<file path="src/rtl/pit_pkg.sv">
package pit_pkg;

    typedef enum logic [2:0] {
        S_IDLE,
        S_ARM,
        S_WAIT,
        S_RUN,
        S_DONE
    } chan_state_e;

    typedef enum logic [2:0] {
        M_TC_INT    = 3'd0,
        M_ONESHOT   = 3'd1,
        M_RATE      = 3'd2,
        M_SQUARE    = 3'd3,
        M_SW_STROBE = 3'd4,
        M_HW_STROBE = 3'd5
    } chan_mode_e;

    // codes 6 and 7 fold onto the periodic modes
    function automatic chan_mode_e fold_mode(input logic [2:0] m);
        if (m[2] && m[1]) begin
            return chan_mode_e'({1'b0, m[1:0]});
        end
        return chan_mode_e'(m);
    endfunction

endpackage

</file>
<file path="src/rtl/pit_gate_edge.sv">
module pit_gate_edge (
    input  logic clk,
    input  logic rst_n,
    input  logic lvl_i,
    output logic rise_o
);
    logic prev_q;

    always_ff @(posedge clk) begin
        if (!rst_n) begin
            prev_q <= 1'b0;
        end else begin
            prev_q <= lvl_i;
        end
    end

    assign rise_o = lvl_i & ~prev_q;
endmodule

</file>
<file path="src/rtl/pit_reload.sv">
module pit_reload #(
    parameter int CW = 16
) (
    input  logic [CW-1:0] val_i,
    output logic [CW:0]   full_o,
    output logic [CW:0]   hi_o,
    output logic [CW:0]   lo_o
);
    localparam int XW = CW + 1;

    always_comb begin
        full_o = (val_i == '0) ? (XW'(1) << CW) : {1'b0, val_i};
        // odd counts give the extra tick to the high half
        hi_o   = full_o + XW'(full_o[0]);
        lo_o   = full_o - XW'(full_o[0]);
    end
endmodule

</file>
<file path="src/rtl/pit_channel.sv">
module pit_channel
    import pit_pkg::*;
#(
    parameter int CW = 16
) (
    input  logic          clk,
    input  logic          rst_n,
    input  logic          gate_i,
    input  logic [2:0]    mode_i,
    input  logic          bcd_i,
    input  logic          load_i,
    input  logic [CW-1:0] load_val_i,
    output logic          out_o,
    output logic [CW-1:0] count_o,
    output logic          null_cnt_o,
    output logic          bcd_o
);
    localparam int XW = CW + 1;
    localparam logic [XW-1:0] ONE = XW'(1);
    localparam logic [XW-1:0] TWO = XW'(2);

    chan_state_e   st, st_nx;
    chan_mode_e    mode_q;
    logic [CW-1:0] val_q;
    logic [XW-1:0] cnt;
    logic          out_q, null_q, bcd_q;

    logic          gate_rise;
    logic [XW-1:0] full_n, hi_n, lo_n;
    logic          trig_mode, retrig_mode, is_sq, ends_once;
    logic          cnt_en, restart;

    pit_gate_edge u_edge (
        .clk    (clk),
        .rst_n  (rst_n),
        .lvl_i  (gate_i),
        .rise_o (gate_rise)
    );

    pit_reload #(.CW(CW)) u_rel (
        .val_i  (val_q),
        .full_o (full_n),
        .hi_o   (hi_n),
        .lo_o   (lo_n)
    );

    always_comb begin
        trig_mode   = (mode_q == M_ONESHOT) || (mode_q == M_HW_STROBE);
        is_sq       = (mode_q == M_SQUARE);
        retrig_mode = trig_mode || is_sq || (mode_q == M_RATE);
        ends_once   = !(is_sq || (mode_q == M_RATE));
        cnt_en      = trig_mode ? 1'b1 : gate_i;
        restart     = ((st == S_WAIT) && gate_rise)
                   || ((st == S_RUN)  && gate_rise && retrig_mode)
                   || ((st == S_DONE) && gate_rise && trig_mode);
    end

    // next-state logic
    always_comb begin
        st_nx = st;
        if (load_i) begin
            st_nx = S_ARM;
        end else begin
            unique case (st)
                S_IDLE: st_nx = S_IDLE;
                S_ARM:  st_nx = trig_mode ? S_WAIT : S_RUN;
                S_WAIT: st_nx = restart ? S_RUN : S_WAIT;
                S_RUN: begin
                    if (!restart && cnt_en && ends_once && (cnt == ONE)) begin
                        st_nx = S_DONE;
                    end
                end
                S_DONE: st_nx = restart ? S_RUN : S_DONE;
                default: st_nx = S_IDLE;
            endcase
        end
    end

    // state register
    always_ff @(posedge clk) begin
        if (!rst_n) begin
            st <= S_IDLE;
        end else begin
            st <= st_nx;
        end
    end

    // counting element and outputs
    always_ff @(posedge clk) begin
        if (!rst_n) begin
            mode_q <= M_TC_INT;
            val_q  <= '0;
            cnt    <= '0;
            out_q  <= 1'b0;
            null_q <= 1'b0;
            bcd_q  <= 1'b0;
        end else if (load_i) begin
            mode_q <= fold_mode(mode_i);
            val_q  <= load_val_i;
            bcd_q  <= bcd_i;
            null_q <= 1'b1;
            out_q  <= (fold_mode(mode_i) == M_ONESHOT) || (fold_mode(mode_i) == M_SQUARE);
        end else begin
            unique case (st)
                S_IDLE: ;
                S_ARM: begin
                    null_q <= 1'b0;
                    cnt    <= is_sq ? hi_n : full_n;
                end
                S_WAIT: begin
                    if (restart) begin
                        cnt   <= full_n;
                        out_q <= 1'b0;
                    end
                end
                S_RUN: begin
                    if (restart) begin
                        cnt   <= is_sq ? hi_n : full_n;
                        out_q <= is_sq;
                    end else if (cnt_en) begin
                        unique case (mode_q)
                            M_RATE: begin
                                out_q <= (cnt == ONE);
                                cnt   <= (cnt == ONE) ? full_n : cnt - ONE;
                            end
                            M_SQUARE: begin
                                if (cnt == TWO) begin
                                    out_q <= ~out_q;
                                    cnt   <= out_q ? lo_n : hi_n;
                                end else begin
                                    cnt <= cnt - TWO;
                                end
                            end
                            default: begin
                                out_q <= (cnt == ONE);
                                cnt   <= cnt - ONE;
                            end
                        endcase
                    end else if (mode_q == M_RATE || mode_q == M_SW_STROBE) begin
                        out_q <= 1'b0;
                    end
                end
                S_DONE: begin
                    if (restart) begin
                        cnt   <= full_n;
                        out_q <= 1'b0;
                    end else if (mode_q == M_SW_STROBE || mode_q == M_HW_STROBE) begin
                        out_q <= 1'b0;
                    end
                end
                default: ;
            endcase
        end
    end

    assign out_o      = out_q;
    assign count_o    = cnt[CW-1:0];
    assign null_cnt_o = null_q;
    assign bcd_o      = bcd_q;
endmodule

</file>
<file path="config.mk">
export PLATFORM = sky130hd
export DESIGN_NAME = pit_channel
export DESIGN_NICKNAME = d
export VERILOG_FILES = /design/src/rtl/pit_pkg.sv /design/src/rtl/pit_gate_edge.sv /design/src/rtl/pit_reload.sv /design/src/rtl/pit_channel.sv
export SDC_FILE = /design/constraint.sdc
export NUM_CORES = 1
export LEC_CHECK = 0
export BUFFER_PORTS_ARGS = -buffer_cell sky130_fd_sc_hd__buf_2
export CAP_MARGIN = 10
export CORE_UTILIZATION = 60
export CTS_CLUSTER_SIZE = 30
export DETAILED_ROUTE_END_ITERATION = 12
export GPL_ROUTABILITY_DRIVEN = 0
export PLACE_DENSITY = 0.86
export SLEW_MARGIN = 10
export SYNTH_ARGS = -nofsm -noshare
export SYNTH_HDL_FRONTEND = slang
export SYNTH_SLANG_ARGS = --single-unit
</file>
<file path="constraint.sdc">
create_clock -name clk -period 6.4 [get_ports clk]
set_input_delay 0.32 -clock clk [delete_from_list [all_inputs] [get_ports clk]]
set_output_delay 0.32 -clock clk [all_outputs]
set_load 0.01 [all_outputs]
</file>
== After elaboration in Yosys (flattened, before gate mapping) ==
Index checks and enable logic that the tools add are counted.

* Bits in latches: 0
* Bits in read-only memories: 0
* Flip-flop bits (word level): 43
* Output and inout bits: 19
* Memory bits (writable): 0
* Input bits: 24
* Memories kept: 0
* Logic and storage cells: 103

* $mul: 0
* Order comparisons: 0
* Multiplexer cells: 36
* Reductions and logical operators: 28
* Shifts and indexed selects: 0
* Equal/unequal tests: 21
* Div/mod/pow operators: 0
* Bitwise operators: 5
* Add/subtract/negate cells: 4

{| class="wikitable"
|+ Operator list
! cell !! number
|-
| 17-bit 2-to-1 mux || 8
|-
| 17-bit case mux with 3 select lines || 1
|-
| 17-bit case mux with 2 select lines || 1
|-
| 1-bit 2-to-1 mux || 18
|-
| 3-bit 2-to-1 mux || 6
|-
| 17-bit by 1-bit adder with 17-bit output || 1
|-
| 17-bit by 1-bit == test with 1-bit output, second input constant || 1
|-
| 17-bit by 2-bit == test with 1-bit output, second input constant || 1
|-
| 17-bit by 1-bit subtractor with 17-bit output || 1
|-
| 17-bit by 1-bit subtractor with 17-bit output, second input constant || 1
|-
| 17-bit by 2-bit subtractor with 17-bit output, second input constant || 1
|-
| 16-bit zero test || 1
|-
| 3-bit by 2-bit == test with 1-bit output, second input constant || 5
|-
| 3-bit case mux with 4 select lines || 1
|-
| 3-bit by 1-bit == test with 1-bit output, second input constant || 3
|-
| 3-bit == test, second input constant || 3
|-
| 1-bit logical AND || 9
|-
| 1-bit logical OR || 9
|-
| 3-bit != test, second input constant || 2
|-
| 6-bit by 5-bit != test with 1-bit output, second input constant || 1
|-
| 5-bit by 4-bit != test with 1-bit output, second input constant || 1
|-
| 5-bit AND reduction || 1
|-
| 2-bit by 1-bit != test with 1-bit output, second input constant || 2
|-
| 4-bit by 3-bit != test with 1-bit output, second input constant || 1
|-
| other kinds (10) || 15
|}

== Longest topological paths before layout ==
Gate-level depths: netlist of the first run.

* Word-level depth: 14
* Mapped depth: 10
* Gate-level depth less buffers: 8

== Hierarchy ==
From an unflattened synthesis of the first run, not the netlist that was laid out.

* Cells, all modules: 596
* Area total of the unflattened synthesis: 4,406.7 um^2

{| class="wikitable"
|+ Modules (own cells, without submodules)
! module !! seq. area each (um^2) !! times used !! cells each !! area an instance (um^2)
|-
| pit_channel || 840.8 || 1 || 502 || 3,827.4
|-
| pit_reload || 0.0 || 1 || 91 || 539.3
|-
| pit_gate_edge || 20.0 || 1 || 3 || 40.0
|}

== Least setup slack after synthesis of the first run ==
No wires, ideal clock.

* Path kind: reg-to-reg
* Start point: register cnt[2]
* End point: register cnt[13]
* Setup time: 96 ps
* Cell stages (with the launch flop): 11
* Clock period less this slack: 2,244 ps
* Slack: 4,156 ps
* Arrival: 2,148 ps
* Path buffers: 2
* Data required time: 6,304 ps
* Cells stage by stage: dfxtp_1 -> clkbuf_1 -> inv_1 -> ha_1 -> nor3b_2 -> and2_0 -> clkbuf_1 -> nand3_1 -> xor2_1 -> and2_1 -> o41ai_2

* Cells in the longest elaborated chain, start to end: 6
* Elaborated cells between the ends (all ways): 10
* Those cells by class: add/sub: 2; eq/ne: 2; mux: 6

{| class="wikitable"
|+ RTL lines
! element !! line !! text
|-
| start, declared || pit_channel.sv:25 || <nowiki>logic [XW-1:0] cnt;</nowiki>
|-
| start signal, assigned || pit_channel.sv:108 || <nowiki>cnt <= is_sq ? hi_n : full_n;</nowiki>
|-
| start signal, assigned || pit_channel.sv:112 || <nowiki>cnt <= full_n;</nowiki>
|-
| start signal, assigned || pit_channel.sv:118 || <nowiki>cnt <= is_sq ? hi_n : full_n;</nowiki>
|-
| 17-bit by 2-bit subtractor with 17-bit output, or another cell as far along || pit_channel.sv:131 || <nowiki>cnt <= cnt - TWO;</nowiki>
|-
| 17-bit 2-to-1 mux (on tied branches) || pit_channel.sv:127, pit_channel.sv:124 ||
|-
| 17-bit case mux with 2 select lines (*) || pit_channel.sv:121 || <nowiki>unique case (mode_q)</nowiki>
|-
| 17-bit 2-to-1 mux (*) || pit_channel.sv:120 || <nowiki>end else if (cnt_en) begin</nowiki>
|-
| 17-bit 2-to-1 mux (*) || pit_channel.sv:117 || <nowiki>if (restart) begin</nowiki>
|-
| 17-bit case mux with 3 select lines (*) || pit_channel.sv:104 || <nowiki>unique case (st)</nowiki>
|}

Every way passes the cells marked *; elsewhere a longest branch is shown, timed or not. The select of a mux whose other input is x is not followed.
A chain may end at the register's enable or synchronous reset.

== Worst setup path after layout of the first run ==
* Start point: register mode_q[0]
* End point: register cnt[2]

* Cells in the longest elaborated chain, start to end: 9
* Elaborated cells between the ends (all ways): 20
* Those cells by class: eq/ne: 6; mux: 6; reduce/logical: 8

{| class="wikitable"
|+ RTL lines
! element !! line !! text
|-
| start, declared || pit_channel.sv:23 || <nowiki>chan_mode_e mode_q;</nowiki>
|-
| start signal, assigned || pit_channel.sv:98 || <nowiki>mode_q <= fold_mode(mode_i);</nowiki>
|-
| 3-bit by 1-bit == test with 1-bit output / 3-bit == test (equally long branches) || pit_channel.sv:48 || <nowiki>trig_mode = (mode_q == M_ONESHOT) || (mode_q == M_HW_STROBE);</nowiki>
|-
| 1-bit logical OR || pit_channel.sv:48 ||
|-
| 1-bit logical OR (2 in a row) || pit_channel.sv:50 || <nowiki>retrig_mode = trig_mode || is_sq || (mode_q == M_RATE);</nowiki>
|-
| 1-bit logical AND || pit_channel.sv:54 || <nowiki>|| ((st == S_RUN) && gate_rise && retrig_mode)</nowiki>
|-
| 1-bit logical OR || pit_channel.sv:54 ||
|-
| 1-bit logical OR || pit_channel.sv:55 || <nowiki>|| ((st == S_DONE) && gate_rise && trig_mode);</nowiki>
|-
| 3-bit != test (no line), or another cell as far along || -- ||
|-
| 4-bit AND reduction (no line) / 17-bit case mux with 3 select lines (equally long branches) || -- ||
|}

Parallel ways exist; a longest one is shown, timed or not. The select of a mux whose other input is x is not followed.

==> reports/results.ini, run 1 <==
[clock_network]
clockBufferDepth = 2
clk_pin_slew_ns = 0.10
postCtsHoldBufs = 0
htreeDepth = 2
clk-insertion-delay-late_ns = 0.32
root_buffer = clkbuf_8
ctsResizeCount = 0
cts_tree = built
numCtsBuffers = 5
post_cts_buffers = 0
numClockSinks = 43

[timing]
rsz0062_at_grt = false
finalCritPeriodShare_pct = 46.12
timing_hold_violations_final = 0
whs_ns = 0.2456
setup_viol = 0
fmax_ghz = 0.3388
slew_headroom_pct = 29.13
worst_slew_pin_slew_ns = 1.055
fin_crit_ns = 2.952
setup_tns_ns = 0
clock_skew_ns = 0.01840
maxSlewViolCount = 0

[synthesis]
syn-num-nets = 631
synthTopCellsByArea = dfxtp_1 20%, nor2_1 5.6%, mux2i_1 5.3%, xor2_1 4.2%, a21oi_1 3.8%
ys_seq_area_share_pct = 19.64
syn-cell-area_sq_um = 4383
netlist-cell-type-count = 80
async_reset_ff_share_pct = 0
syn_inst = 600
ys.flop_type = dfxtp_1
synth_edf_count = 0
avgSynthCellArea_sq_um = 7.305
synth_warnings = 0
synth_top_area_share_pct = 19.64
yosys.area.top_type = dfxtp_1
ys_seq_elements = 43

[global_route]
top_usage_layer = met2
grt_pass1_vias = 4338
grt_pass1_wl_microns = 22180
grt.total_usage_pct = 37.32
met3_usage_pct = 8.057
gr-usage-met2_pct = 53.98
met1_usage_pct = 52.86
grt_remaining_overflow = 0
antenna_found_initial = 0
grt_max_degree = 30

[placed_design]
port_buffers = 42
hpwl_microns = 9689
place_area_sq_um = 4345

[worst_setup_path]
worstPathArrival_ns = 3.18
end_kind = flip-flop
critPathLaunchType = flip-flop
cp_max_fo = 25
setup.worst_path.class = reg2reg
crit_required_ns = 6.63

[floorplan]
rows = 30
die_y_microns = 87.47
core_sq_um = 6907
initial_core_util_pct = 63.46
dieArea_sq_um = 7651
die_w_microns = 87.47
io-pin-count = 43

[cells_and_area]
mostFrequentLayoutCells = 65 x nor2_1, 43 x dfxtp_1, 42 x buf_2
final_util_pct = 64.42
fin_area_sq_um = 4449
final_nets = 610
area_delta_synth_final_pct = 1.513
final_common_cell = nor2_1
antenna_cells = 0
layout-drive-gt1-share_pct = 12.24

[routing]
antenna_left = 0
first_pass_iters = 7
drt_iter0_drc = 1031
routed_wl_microns = 13750
avgRoutedWirePerCell_microns = 20.34
vias_per_cell = 7.212
vias = 4875
drt_drc_violations_left = 0

[outcome]
status = finished clean

[job]
cap_violations = 0

[hold_path]
min-delay-path-class = in2reg

[power]
finalPower_w = 0.0008694
power_leakage_nw = 1.676
powerDensity_nw_per_um2 = 195.4
max-vdd-ir-drop_mv = 0.1415

[cell type report]
cell class / count / area, sq um
Multi-Input combinational cell: 474 / 3102
Fill cell: 621 / 2457
Sequential cell: 43 / 860.8
Timing Repair Buffer: 43 / 217.7
Tap cell: 96 / 120.1
Clock buffer: 7 / 96.34
Inverter: 12 / 45.04
Clock inverter: 1 / 7.507
[synthesized netlist by cell type (all sizes together) (5+ instances only)]
master / instances
mux2i: 23
nor2: 66
ha: 7
inv: 12
or4: 5
xnor2: 9
nor4: 13
and3: 7
xor2: 21
nor2b: 8
buf: 34
or3: 6
nand2b: 8
o21ai: 39
nand3: 21
nor3: 22
o22ai: 7
clkbuf: 37
nand4b: 5
a211oi: 6
nand2: 40
dfxtp: 43
a21o: 5
a221oi: 6
a21oi: 33
and4: 5
o211ai: 12
a31oi: 10
nand4: 14
and2: 7
nor3b: 6
[per-stage QoR]
step	worst slack (ns)	cells
6_report	3.448	676
5_1_grt	3.287	676
4_1_cts	3.538	676
3_5_place_dp	3.512	668
3_3_place_gp	3.678	668
2_1_floorplan	4.156	600
[path summary, 6_finish.rpt]
path                                    start          to  slack, ns  cells past startpoint
worst max register to register      mode_q[0]      cnt[2]       3.45                      6
worst min-delay path            load_val_i[1]    val_q[1]       0.25                      3
worst max-delay path                mode_q[0]      cnt[2]       3.45                      6
worst min register to register     null_cnt_o  null_cnt_o       0.48                      2
[report_power, final]
part | internal (W) | total [W] | switching, W
Clock | 0.0000984 | 0.000206 | 0.000108
Combinational | 0.000128 | 0.000326 | 0.000198
Sequential | 0.000286 | 0.000337 | 0.0000513
[layer usage]
metal  vias up  part of all wire, %
met5         -                    0
met3        89                   15
met4         0                  4.3
met1      2155                   40
li1       2183                    -
met2       448                   41
[cells by family (layout without fill, tap and decap cells)]
kind of cell	count (synthesis)	in the layout	share of synthesized area, %
xor+xnor	30	30	5.995
simple gates	244	244	30.60
buf+inv	83	63	9.591
mux	23	23	5.253
flops	43	43	19.64
fa+ha+maj	7	7	1.998
compound gates	170	170	26.92
[worst max-delay path, cell delays in order (launching register included)]
cell and delay (ns):
dfxtp_1 0.86, nor2b_1 0.36, a31oi_1 0.18, o221ai_2 0.78, nand3_1 0.22, a21o_1 0.21, o32ai_1 0.25
[flip-flops by register name, summed over array words and instances, names as in the netlist]
signal,count
cnt,17
val_q,16
mode_q,3
st,3
bcd_o,1
null_cnt_o,1
out_o,1
u_edge.prev_q,1
No activity file was read; power rests on OpenSTA's default activity.
==> inputs of run 2 (changes only) <==
- clock period: 6.4 -> 3 ns (I/O delays scaled with it)
==> reports/results.ini, run 2 (synthesis gave the netlist of run 1 again) <==
[worst_setup_path]
worst_r2r_endpoint = cnt[13]
crit_start = cnt[0]
r2r_slack_ns = 0.27  ; -3.18 ns
setup.worst_path.class = reg2reg
worstPathArrival_ns = 2.95  ; -0.23 ns
rr_worst_depth = 8  ; +2
end_kind = flip-flop
rr_startpoint = cnt[0]
critPathLaunchType = flip-flop
critical_path.endpoint = cnt[13]
cp_max_fo = 9  ; -64%
crit_required_ns = 3.21  ; -3.42 ns

[cells_and_area]
area_delta_synth_final_pct = 3.197
largest_register_ffs = 17  ; unchanged
top_register = cnt
layout-drive-gt1-share_pct = 13.87  ; +1.6 points
seqCellArea_sq_um = 860.8  ; unchanged
final_cells = 687  ; +1.6%
final_nets = 622  ; +2.0%
fin_area_sq_um = 4523  ; +1.7%
multiInputGateArea_sq_um = 3102  ; unchanged
final_common_cell = nor2_1
reg.largest.list = cnt: 17 flops, val_q: 16 flops
mostFrequentLayoutCells = 65 x nor2_1, 43 x dfxtp_1, 42 x buf_2
nFillCells = 615  ; -0.97%
antenna_cells = 0  ; unchanged

[floorplan]
rows = 30  ; unchanged
initial_core_util_pct = 63.46  ; unchanged
die_y_microns = 87.47  ; unchanged
dieArea_sq_um = 7651  ; unchanged
core_sq_um = 6907  ; unchanged
io-pin-count = 43  ; unchanged
die_w_microns = 87.47  ; unchanged

[timing]
finalCritPeriodShare_pct = 91.10  ; +45 points
rsz0062_at_grt = false
fin_crit_ns = 2.733  ; -0.2187 ns
whs_ns = 0.07108  ; -0.1746 ns
maxSlewViolCount = 0  ; unchanged
timing_hold_violations_final = 0  ; unchanged
worst_slew_pin_slew_ns = 0.9734  ; -0.08151 ns
setup_tns_ns = 0  ; unchanged
setup_viol = 0  ; unchanged
clock_skew_ns = 0.008605  ; -0.009790 ns
slew_headroom_pct = 35.03  ; +5.9 points
fmax_ghz = 0.3659  ; +8.0%

[clock_network]
postCtsHoldBufs = 0  ; unchanged
numCtsBuffers = 5  ; unchanged
clockBufferDepth = 2  ; unchanged
post_cts_buffers = 0  ; unchanged
ctsResizeCount = 0  ; unchanged
clk-insertion-delay-late_ns = 0.32  ; about the same
clk_pin_slew_ns = 0.09  ; about the same
htreeDepth = 2  ; unchanged
cts_tree = built
numClockSinks = 43  ; unchanged
root_buffer = clkbuf_8

[routing]
vias_per_cell = 7.210  ; about the same
drt_iter0_drc = 992  ; -3.8%
vias = 4953  ; +1.6%
first_pass_iters = 7  ; unchanged
antenna_left = 0  ; unchanged
routed_wl_microns = 14300  ; +4.0%
drt_drc_violations_left = 0  ; unchanged
avgRoutedWirePerCell_microns = 20.81  ; +2.3%

[power]
powerDensity_nw_per_um2 = 405.0  ; +110%
power_leakage_nw = 1.731  ; +3.3%
finalPower_w = 0.001832  ; +110%
max-vdd-ir-drop_mv = 0.2267  ; +60%

[outcome]
status = finished clean

[hold_path]
min-delay-path-class = in2reg
min_from = load_val_i[3]

[global_route]
grt_pass1_wl_microns = 22610  ; +1.9%
grt_max_degree = 30  ; unchanged
grt.total_usage_pct = 37.81  ; +0.49 points
grt_remaining_overflow = 0  ; unchanged
antenna_found_initial = 0  ; unchanged
grt_pass1_vias = 4355  ; +0.39%

[placed_design]
port_buffers = 42  ; unchanged
numPlacedInstances = 680  ; +1.8%
hpwl_microns = 10150  ; +4.7%
place_area_sq_um = 4436  ; +2.1%

[job]
cap_violations = 0  ; unchanged

-- run 2: cell types whose count changed in the layout (fill, tap and decap cells not counted) --
cell,previous run,this run
buf_4,1,13
clkbuf_8,7,6
clkinvlp_4,1,0
clkinv_2,0,1
-- run 2: worst min path at each step --
stage | endpoint | slack, ns | cells past startpoint
4_1_cts | val_q[3] | 0.09 | 3
3_5_place_dp | val_q[3] | 0.39 | 3
2_1_floorplan | u_edge.prev_q | 0.27 | 1
6_report | val_q[3] | 0.07 | 3
5_1_grt | val_q[3] | 0.09 | 3
3_3_place_gp | val_q[0] | 0.38 | 3
-- run 2: per-stage QoR --
stage          setup WS, ns  utilization, %
3_5_place_dp         0.3873           64.22
2_1_floorplan        0.7562               -
4_1_cts              0.3420           65.49
6_report             0.2669           65.49
5_1_grt             0.04435           65.49
3_3_place_gp         0.4170           64.22
-- run 2: cell type report --
class | count | area share [%]
inverter | 12 | 0.9959
multi-input combinational | 474 | 68.58
timing repair buffer | 55 | 6.805
sequential | 43 | 19.03
clock buffer | 6 | 1.826
tap | 96 | 2.656
clock inverter | 1 | 0.1107
-- run 2: power breakdown --
part           switching [W]  total, W  leakage [nW]  internal (W)
logic               0.000439  0.000726          1.33      0.000288
registers          0.0000988  0.000709         0.354      0.000610
clock network       0.000216  0.000397        0.0470      0.000181
-- run 2: critical path, stage by stage (launching register included) --
cell and delay (ns):
dfxtp_1 0.42, inv_1 0.13, ha_1 0.23, nor4b_1 0.48
and4_1 0.53, nor2_4 0.14, a41oi_1 0.24, o21ai_1 0.10
o41ai_2 0.36
-- run 2: metal layers --
layer | GRT usage, % | wire length (microns) | vias up
li1 | - | - | 2197
met1 | 51.01 | 5476 | 2173
met4 | 16.39 | 596 | 2
met2 | 56.96 | 6035 | 512
met5 | 0 | 22 | -
met3 | 9.289 | 2165 | 69
